**src/rtl/ssx_pkg.sv**
```systemverilog
package ssx_pkg;
    localparam int DMAX  = 9;                  // widest data field
    localparam int FR_W  = 1 + DMAX + 1 + 2;   // longest frame
    localparam int IDX_W = $clog2(FR_W + 1);

    typedef struct packed {
        logic [2:0] nbc;   // data count code
        logic [1:0] par;   // [1] enable, [0] odd
        logic       st2;   // two stop bits
        logic       pol;   // clock polarity
    } cfg_t;

    function automatic logic [IDX_W-1:0] nbits_of(input logic [2:0] code);
        return (code > 3'd4) ? IDX_W'(DMAX) : IDX_W'(code) + IDX_W'(5);
    endfunction
endpackage

```
**src/rtl/ssx_frame_build.sv**
```systemverilog
module ssx_frame_build
    import ssx_pkg::*;
(
    input  logic [DMAX-1:0]  data,
    input  cfg_t             cfg,
    output logic [FR_W-1:0]  frame,
    output logic [IDX_W-1:0] len
);
    logic [IDX_W-1:0] nb;
    logic             pbit;

    always_comb begin
        nb    = nbits_of(cfg.nbc);
        pbit  = cfg.par[0];
        frame = '1;
        frame[0] = 1'b0;
        for (int i = 0; i < DMAX; i++) begin
            if (IDX_W'(i) < nb) begin
                frame[i + 1] = data[i];
                pbit         = pbit ^ data[i];
            end
        end
        if (cfg.par[1]) frame[nb + IDX_W'(1)] = pbit;
        len = IDX_W'(1) + nb + IDX_W'(cfg.par[1]) + (cfg.st2 ? IDX_W'(2) : IDX_W'(1));
    end
endmodule

```
**src/rtl/ssx_tx.sv**
```systemverilog
module ssx_tx
    import ssx_pkg::*;
#(
    parameter int DIV_W = 8
) (
    input  logic             clk,
    input  logic             rst_n,
    input  logic [DIV_W-1:0] half_in,
    input  cfg_t             cfg_in,
    input  logic [FR_W-1:0]  frame_in,
    input  logic [IDX_W-1:0] len_in,
    input  logic             tx_valid,
    output logic             tx_ready,
    output logic             busy,
    output logic             sclk,
    output logic             txd,
    output logic             smp,
    output logic [2:0]       act_nbc,
    output logic [1:0]       act_par
);
    typedef struct packed {
        logic             busy;
        logic             ph;     // 1: clock at active level, sample pending
        logic [DIV_W-1:0] cnt;
        logic [DIV_W-1:0] half;
        logic [IDX_W-1:0] idx;
        logic [IDX_W-1:0] len;
        logic [FR_W-1:0]  fr;
        cfg_t             cfg;
        logic             sclk;
        logic             txd;
    } st_t;

    st_t q, d;
    logic tick, launch, sample, last;
    logic [DIV_W-1:0] half_eff;

    always_comb begin
        half_eff = (half_in == '0) ? DIV_W'(1) : half_in;
        tick     = q.busy && (q.cnt == '0);
        launch   = tick && !q.ph;
        sample   = tick && q.ph;
        last     = sample && (q.idx == q.len - IDX_W'(1));
        tx_ready = !q.busy || last;

        d = q;
        if (!q.busy) begin
            d.sclk = cfg_in.pol;
        end else if (launch) begin
            d.sclk = ~q.cfg.pol;
            d.txd  = q.fr[q.idx];
            d.ph   = 1'b1;
            d.cnt  = q.half - DIV_W'(1);
        end else if (sample) begin
            d.sclk = q.cfg.pol;
            d.ph   = 1'b0;
            d.cnt  = q.half - DIV_W'(1);
            d.idx  = q.idx + IDX_W'(1);
            if (last) d.busy = 1'b0;
        end else begin
            d.cnt = q.cnt - DIV_W'(1);
        end

        if (tx_valid && tx_ready) begin
            d.busy = 1'b1;
            d.ph   = 1'b0;
            d.cnt  = half_eff - DIV_W'(1);
            d.half = half_eff;
            d.idx  = '0;
            d.len  = len_in;
            d.fr   = frame_in;
            d.cfg  = cfg_in;
            d.sclk = cfg_in.pol;
        end
    end

    always_ff @(posedge clk) begin
        if (!rst_n) begin
            q     <= '0;
            q.txd <= 1'b1;
        end else begin
            q <= d;
        end
    end

    assign busy    = q.busy;
    assign sclk    = q.sclk;
    assign txd     = q.txd;
    assign smp     = sample;
    assign act_nbc = q.cfg.nbc;
    assign act_par = q.cfg.par;
endmodule

```
**src/rtl/ssx_rx.sv**
```systemverilog
module ssx_rx
    import ssx_pkg::*;
(
    input  logic            clk,
    input  logic            rst_n,
    input  logic            smp,
    input  logic            rxd,
    input  logic [2:0]      nbc,
    input  logic [1:0]      par,
    output logic [DMAX-1:0] rx_data,
    output logic            rx_valid,
    output logic            rx_perr,
    output logic            rx_ferr
);
    typedef struct packed {
        logic             act;
        logic [IDX_W-1:0] idx;
        logic [DMAX-1:0]  sh;
        logic             acc;
        logic             perr_p;
        logic [DMAX-1:0]  o_data;
        logic             o_vld;
        logic             o_perr;
        logic             o_ferr;
    } st_t;

    st_t q, d;
    logic [IDX_W-1:0] nb;

    always_comb begin
        nb = nbits_of(nbc);
        d  = q;
        d.o_vld  = 1'b0;
        d.o_perr = 1'b0;
        d.o_ferr = 1'b0;
        if (smp) begin
            if (!q.act) begin
                if (!rxd) begin
                    d.act    = 1'b1;
                    d.idx    = '0;
                    d.sh     = '0;
                    d.acc    = 1'b0;
                    d.perr_p = 1'b0;
                end
            end else if (q.idx < nb) begin
                for (int i = 0; i < DMAX; i++)
                    if (q.idx == IDX_W'(i)) d.sh[i] = rxd;
                d.acc = q.acc ^ rxd;
                d.idx = q.idx + IDX_W'(1);
            end else if (par[1] && (q.idx == nb)) begin
                d.perr_p = (q.acc ^ rxd) != par[0];
                d.idx    = q.idx + IDX_W'(1);
            end else begin
                d.act    = 1'b0;
                d.o_vld  = 1'b1;
                d.o_data = q.sh;
                d.o_perr = q.perr_p;
                d.o_ferr = !rxd;
            end
        end
    end

    always_ff @(posedge clk) begin
        if (!rst_n) q <= '0;
        else        q <= d;
    end

    assign rx_data  = q.o_data;
    assign rx_valid = q.o_vld;
    assign rx_perr  = q.o_perr;
    assign rx_ferr  = q.o_ferr;
endmodule

```
**src/rtl/sync_serial_xcvr.sv**
```systemverilog
module sync_serial_xcvr
    import ssx_pkg::*;
#(
    parameter int DIV_W = 8
) (
    input  logic             clk,
    input  logic             rst_n,
    input  logic [DIV_W-1:0] cfg_half,
    input  logic [2:0]       cfg_nbits,
    input  logic [1:0]       cfg_par,
    input  logic             cfg_two_stop,
    input  logic             cfg_pol,
    input  logic [8:0]       tx_data,
    input  logic             tx_valid,
    output logic             tx_ready,
    output logic             sclk,
    output logic             txd,
    input  logic             rxd,
    output logic [8:0]       rx_data,
    output logic             rx_valid,
    output logic             rx_perr,
    output logic             rx_ferr
);
    cfg_t             cfg;
    logic [FR_W-1:0]  frame;
    logic [IDX_W-1:0] len;
    logic             tx_busy, smp_evt;
    logic [2:0]       act_nbc;
    logic [1:0]       act_par;

    assign cfg = '{nbc: cfg_nbits, par: cfg_par, st2: cfg_two_stop, pol: cfg_pol};

    ssx_frame_build u_build (
        .data (tx_data),
        .cfg  (cfg),
        .frame(frame),
        .len  (len)
    );

    ssx_tx #(.DIV_W(DIV_W)) u_tx (
        .clk     (clk),
        .rst_n   (rst_n),
        .half_in (cfg_half),
        .cfg_in  (cfg),
        .frame_in(frame),
        .len_in  (len),
        .tx_valid(tx_valid),
        .tx_ready(tx_ready),
        .busy    (tx_busy),
        .sclk    (sclk),
        .txd     (txd),
        .smp     (smp_evt),
        .act_nbc (act_nbc),
        .act_par (act_par)
    );

    ssx_rx u_rx (
        .clk     (clk),
        .rst_n   (rst_n),
        .smp     (smp_evt),
        .rxd     (rxd),
        .nbc     (act_nbc),
        .par     (act_par),
        .rx_data (rx_data),
        .rx_valid(rx_valid),
        .rx_perr (rx_perr),
        .rx_ferr (rx_ferr)
    );
endmodule

```
**config.mk**
```make
export PLATFORM = sky130hd
export DESIGN_NAME = sync_serial_xcvr
export DESIGN_NICKNAME = d
export VERILOG_FILES = /design/src/rtl/ssx_pkg.sv /design/src/rtl/ssx_frame_build.sv /design/src/rtl/ssx_tx.sv /design/src/rtl/ssx_rx.sv /design/src/rtl/sync_serial_xcvr.sv
export SDC_FILE = /design/constraint.sdc
export NUM_CORES = 1
export LEC_CHECK = 0
export BUFFER_PORTS_ARGS = -buffer_cell sky130_fd_sc_hd__buf_2
export CORE_ASPECT_RATIO = 0.5
export CORE_MARGIN = 2
export CORE_UTILIZATION = 60
export DETAILED_ROUTE_END_ITERATION = 6
export MAX_ROUTING_LAYER = met4
export PLACE_DENSITY = 0.87
export SETUP_SLACK_MARGIN = 0.3
export SYNTH_ARGS = -nofsm -noshare
export SYNTH_HDL_FRONTEND = slang
export SYNTH_SLANG_ARGS = --single-unit
```
**constraint.sdc**
```tcl
create_clock -name clk -period 3.1 [get_ports clk]
set_input_delay 0.31 -clock clk [delete_from_list [all_inputs] [get_ports clk]]
set_output_delay 0.31 -clock clk [all_outputs]
set_load 0.005 [all_outputs]
```
---- Yosys cells after proc, flatten, opt, wreduce, memory -nomap -nowiden ----
Cells that the tools add are included.
word-level totals
  word-level logic and storage cells ...... 194
  register bits after elaboration ......... 76
  output and inout bits ................... 15
  bits of input ports ..................... 28
operators by class
  add/sub/neg operators ................... 11
  reductions and logical operators ........ 35
  equal/unequal tests ..................... 26
  bitwise logic cells ..................... 17
  $lt $le $gt $ge ......................... 15
  multiplexer cells ....................... 60
operators with widths
  kind                 number
  $mux 47              1
  $reduce_and 4->1     11
  $mux 1               37
  $mux 16              2
  $mux 4               7
  $mux 13              2
  $ne 2x2->1 const B   12
  $sub 8x1->8 const B  3
  $mux 10              2
  $eq 4x3->1 const B   4
  $logic_not 8->1      2
  $lt 3x4->1 const A   4
  $mux 8               2
  $bwmux 13            1
  $add 4x1->4 const B  3
  $mux 12              1
  $lt 4x5->1 const B   2
  $xor 1x1->1          10
  $mux 9               1
  $reduce_and 3->1     3
  $add 3x3->4 const B  2
  $eq 4x2->1 const B   2
  $eq 4x4->1           2
  $lt 1x4->1 const A   2
  other kinds (27)     46

---- Longest topological paths before layout ----
  depth in word-level cells ............... 23
  gate-level depth with buffers ........... 13
  depth with buffers taken out ............ 12

---- Cells and area by module ----
A second synthesis with hierarchy kept.
unflattened totals
  cells, all modules ...................... 609
  area total of the unflattened synthesis .. 5017.3 um2
by module, submodules not included
  module           area an instance (um2)  sequential area each (um2)  times used  cells an instance
  ssx_tx           2636.3                  940.9                       1           324
  ssx_rx           1609.0                  560.5                       1           180
  ssx_frame_build  772.0                   0.0                         1           105

---- Worst setup path after synthesis ----
OpenSTA, ideal clock, no wires.
  path type ............................... in2reg
  from .................................... in cfg_nbits[0]
  to ...................................... reg u_tx.q[12] (netlist bit)
  data required time ...................... 2.968 ns
  buffers on the path ..................... 1
  path slack .............................. 0.488 ns
  data arrival time ....................... 2.480 ns
  stages on the path ...................... 13
  setup time .............................. 0.132 ns
  cells stage by stage .................... inv_1 -> ha_1 -> o21a_1 -> inv_1 -> ha_1 -> inv_2 -> o31ai_4 -> xor2_1 -> xnor2_1 -> xnor2_1 -> xnor2_1 -> buf_6 -> o22ai_2
between the ends
  longest elaborated chain between the ends .. 22
  elaborated cells between the ends (all ways) .. 38
  classes of those cells .................. add/sub (2); order compare (12); mux (15); bitwise (8); reduce/logical (1)
RTL lines
  item                                              line                   text
  from (decl)                                       sync_serial_xcvr.sv:9  input logic [2:0] cfg_nbits,
  $add 3x3->4 / $gt 3x3->1 (equally long branches)  ssx_pkg.sv:14          return (code > 3'd4) ? IDX_W'(DMAX) : IDX_W'(code) + IDX_W'(5);
  $mux 4 *                                          ssx_pkg.sv:14
  $lt 1x4->1                                        ssx_frame_build.sv:18  if (IDX_W'(i) < nb) begin
  $mux 1                                            ssx_frame_build.sv:18
  $xor 1x1->1                                       ssx_frame_build.sv:20  pbit = pbit ^ data[i];
  $mux 1                                            ssx_frame_build.sv:18
  $xor 1x1->1                                       ssx_frame_build.sv:20
  $mux 1                                            ssx_frame_build.sv:18
  [6 not listed]                                    -
  $xor 1x1->1                                       ssx_frame_build.sv:20
  $mux 1                                            ssx_frame_build.sv:18
  $xor 1x1->1                                       ssx_frame_build.sv:20
  $mux 1                                            ssx_frame_build.sv:18
  $xor 1x1->1                                       ssx_frame_build.sv:20
  $mux 1                                            ssx_frame_build.sv:18
  $bwmux 13                                         ssx_frame_build.sv:23  if (cfg.par[1]) frame[nb + IDX_W'(1)] = pbit;
  $mux 13 *                                         ssx_frame_build.sv:23
  to (decl)                                         ssx_tx.sv:34           st_t q, d;
Every way passes the cells marked *; elsewhere a longest branch is shown, timed or not.
A chain may end at the register's enable or synchronous reset.

---- Worst setup path after layout ----
  from .................................... in cfg_nbits[0]
  to ...................................... reg u_tx.q[11] (netlist bit)
The elaborated chain is that of the path after synthesis.

==> impl_metrics.csv <==
group,metric,value,unit
drt,vias,4213,
final_layout,drive_gt1_share,18.41,%
timing,max_slew_margin,64.23,%
logic_synthesis,syn_inst,569,
cts,cts_max_level,3,
worst_setup_path,cpMostUsedCell,"xnor2_1",
logic_synthesis,synth-edff-count,0,
drt,drc,0,
drt,post_drt_wl_per_cell,15.48,µm
logic_synthesis,async_flop_share,0,%
power,p_leak,2.161,nW
grt,antenna_found_initial,0,
floorplan,start_util,63.15,%
floorplan,die_h,66.66,µm
timing,setup_viol,0,
floorplan,dieArea,8619,µm²
grt,grt_first_pass_wirelength,18.85,mm
worst_setup_path,ff2ff_path_depth,10,
final_layout,area_growth,12.08,%
worst_setup_path,reg2reg_from,"u_tx.q[38]",
worst_setup_path,worstSetupEndpoint,"u_tx.q[11]",
floorplan,num_rows,22,
outcome,status,"completed",
place,dp_hpwl,7.762,mm
timing,slew_violations,0,
worst_setup_path,crit_fanout,10,
worst_setup_path,critPathLaunchType,"input pin",
timing,whs,0.2227,ns
timing,fin_ws,0.4105,ns
cts,root_buffer,"clkbuf_16",
logic_synthesis,yosysSeqAreaShare,31.87,%
cts,numCtsBuffers,9,
logic_synthesis,syn_area_per_cell,8.279,µm²
grt,grt-ovfl-total,0,
logic_synthesis,syn_nets,622,
drt,vias_per_cell,5.925,
worst_setup_path,worstPathRequired,3.33,ns
floorplan,ios,43,
power,ir_drop,0.2983,mV
cts,cts.sinks,75,
place,io_buffers,42,
timing,finClkSkew,0.006684,ns
worst_setup_path,cp_cell_sequence,"buf_2 -> inv_1 -> ha_1 -> o21a_1 -> inv_1 -> ha_1 -> inv_2 -> o31ai_4 -> xor2_1 -> xnor2_1 -> xnor2_1 -> xnor2_1 -> buf_4 -> o21ai_1",
place,gp_congestion,0.8911,
logic_synthesis,yosysWarnings,0,
timing,tightestPinTransition,0.5358,ns
timing,setup_tns,0,ns
logic_synthesis,ys_types,66,
logic_synthesis,synth_area_leader_cell,"dfxtp_1",
worst_setup_path,startpoint,"cfg_nbits[0]",
worst_setup_path,reg2reg_slack,0.45,ns
worst_setup_path,crit_path_end_kind,"register",
logic_synthesis,yosys-top-cells-area,"dfxtp_1 (32%), ha_1 (6.1%), nand2_1 (5.7%), a21oi_1 (5.5%), nor2_1 (4.1%)",
logic_synthesis,synth_top_area_share,31.87,%
floorplan,core,7460,µm²
logic_synthesis,syn_area,4711,µm²
floorplan,die_x,129.3,µm
timing,finalHoldViolCount,0,
final_layout,antenna_cells,0,
grt,grt_pass1_vias,4001,
final_layout,nNetsFinal,651,
place,pre_cts_slack,0.1249,ns
timing,max_freq,0.3718,GHz
cts,cts_tree,"yes",
flow_run,cap_viol_max_count,0,
timing,finalCriticalPeriod,2.689,ns
logic_synthesis,synth_flop_cell,"dfxtp_1",
logic_synthesis,ys_seq_elements,75,
cts,clk_latency,0.34,ns
cts,cts_buffer_depth,2,
drt,routed_wl,11.00,mm
grt,grt_usage,28.49,%
cts,ctsHoldBuffers,0,
timing,fin_crit_sh,86.76,%
power,powerDensity,500.9,nW/µm²
cts,clk_pin_slew,0.06,ns
drt,drtIter0Drc,263,
timing,rsz0062_at_grt,"yes",
drt,antenna_left,0,
worst_setup_path,criticalPathCategory,"in2reg",
grt,grt_max_degree,36,
worst_setup_path,crit_slowest_cell,"xnor2_1",
worst_setup_path,max_stage_delay,0.42,ns
worst_setup_path,worst_ep_arrival_time,2.92,ns
drt,first_pass_iters,5,
min_path,hold_class,"in2reg",
worst_setup_path,r2r_end,"u_tx.q[25]",
==> sequential cells by signal, indices dropped and copies added (netlist names) <==
signal         flops
u_rx.q            16
u_tx.act_nbc       3
u_tx.busy          1
u_rx.rx_valid      1
u_tx.act_par       2
u_tx.sclk          1
u_tx.txd           1
u_rx.rx_ferr       1
u_rx.rx_perr       1
u_tx.q            39
u_rx.rx_data       9
==> report_power, final <==
group	total [mW]	internal, mW	switching (mW)
Combinational	0.507	0.207	0.300
Sequential	1.05	1.01	0.0427
Clock	1.09	0.689	0.398
==> layout by cell type, fill, tap and decap left out, types with 3 or more instances in the layout <==
| cell | Yosys | layout |
|---|---|---|
| buf_4 | 13 | 13 |
| o21a_1 | 5 | 5 |
| nor3_1 | 18 | 18 |
| mux2i_1 | 17 | 17 |
| a21oi_1 | 52 | 52 |
| or3_1 | 4 | 4 |
| or2_2 | 3 | 3 |
| nand3_1 | 16 | 16 |
| nor2_1 | 51 | 51 |
| xor2_1 | 21 | 21 |
| nand4_1 | 3 | 3 |
| xnor2_1 | 19 | 19 |
| nor2b_1 | 5 | 5 |
| mux4_2 | 3 | 3 |
| a211oi_1 | 6 | 6 |
| o211ai_1 | 13 | 13 |
| buf_2 | 7 | 42 |
| nand2b_1 | 4 | 4 |
| o221ai_1 | 4 | 4 |
| ha_1 | 23 | 23 |
| and2_1 | 3 | 3 |
| o31a_1 | 4 | 4 |
| clkbuf_16 | 0 | 9 |
| dfxtp_1 | 75 | 74 |
| o21ai_0 | 24 | 24 |
| a21oi_2 | 10 | 10 |
| nand2_1 | 71 | 71 |
| inv_1 | 26 | 26 |
| clkbuf_8 | 0 | 3 |
==> how the worst min path moves through the flow <==
| stage | startpoint | end | slack [ns] | depth (start not counted) |
|---|---|---|---|---|
| after floorplan | u_tx.act_par[1] | u_tx.act_par[1] | 0.43 | 2 |
| after global placement | u_tx.act_par[1] | u_tx.act_par[1] | 0.45 | 2 |
| after detailed placement | u_tx.act_par[1] | u_tx.act_par[1] | 0.45 | 2 |
| after CTS | cfg_pol | u_tx.q[2] | 0.22 | 3 |
| after global routing | cfg_pol | u_tx.sclk | 0.24 | 3 |
| final | cfg_pol | u_tx.sclk | 0.22 | 3 |
==> what timing repair did <==
item	4_1_cts	5_1_grt
buffers inserted	0	0
setup endpoints to repair	0	12
gates resized for setup	0	3
hold endpoints to repair	0	0
==> worst max-delay path: cells and delay by family <==
kind                     cells  cell delay (ns)
buffers and inverters        5             0.64
AO/OA/AOI/OAI                3             0.49
adder cells (fa/ha/maj)      2             0.59
XOR/XNOR                     4             0.88
==> logic make-up after synthesis <==
group                    Yosys count  synth area share [%]
AO/OA/AOI/OAI                    141                 20.45
adder cells (fa/ha/maj)           26                 7.198
flip-flops                        75                 31.87
multiplexers                      21                 5.285
XOR/XNOR                          42                 8.420
buffers and inverters             67                 7.091
AND/OR/NAND/NOR                  197                 19.68
==> area by class of cell <==
cell class / count / area (µm²)
Fill cell: 572 / 2180
Tap cell: 108 / 135.1
Sequential cell: 75 / 1503
Clock inverter: 3 / 45.04
Clock buffer: 13 / 270.3
Multi-Input combinational cell: 427 / 2880
Inverter: 28 / 107.6
Timing Repair Buffer: 57 / 339.1
==> cell usage after synthesis, types with 2 or more instances <==
cell type   n
xor2_1     21
buf_4      13
xnor2_1    19
nor3b_1     2
clkbuf_1   15
nand2_2     2
nor2_1     51
and3_1      2
o21ai_1     2
or2_2       3
inv_1      26
o22ai_1     2
and2_1      3
buf_6       3
mux4_2      3
nor4_1      2
a211oi_1    6
o211ai_1   13
nand3b_1    2
o21a_1      5
or4_1       2
and4_1      2
nand2_1    71
o31a_1      4
nand2b_1    4
mux2i_1    17
ha_1       23
o221ai_1    4
dfxtp_1    75
o2111ai_1   2
nand3_1    16
fa_1        2
a211oi_2    2
nor3_1     18
buf_2       7
a21oi_1    52
or3_1       4
a31oi_1     2
o21ai_0    24
o31ai_4     2
nand4_1     3
nor2b_1     5
a21oi_2    10
==> layer usage <==
| layer | GRT usage, % | share of wire (%) |
|---|---|---|
| met1 | 35.18 | 45 |
| met2 | 45.86 | 45 |
| met3 | 7.952 | 7.7 |
| met4 | 8.967 | 2.1 |
| met5 | - | 0 |
==> stage by stage <==
step / instances / total power [mW] / utilization [%] / area [µm²]
floorplan: 569 / 1.440 / - / 4711
global placement: 695 / 1.545 / 66.42 / 4955
detailed placement: 695 / 1.560 / 66.42 / 4955
CTS: 711 / 2.645 / 70.65 / 5270
global route: 711 / 2.754 / 70.78 / 5280
finish: 711 / 2.645 / 70.78 / 5280
Power figures use the tool's default switching activity.
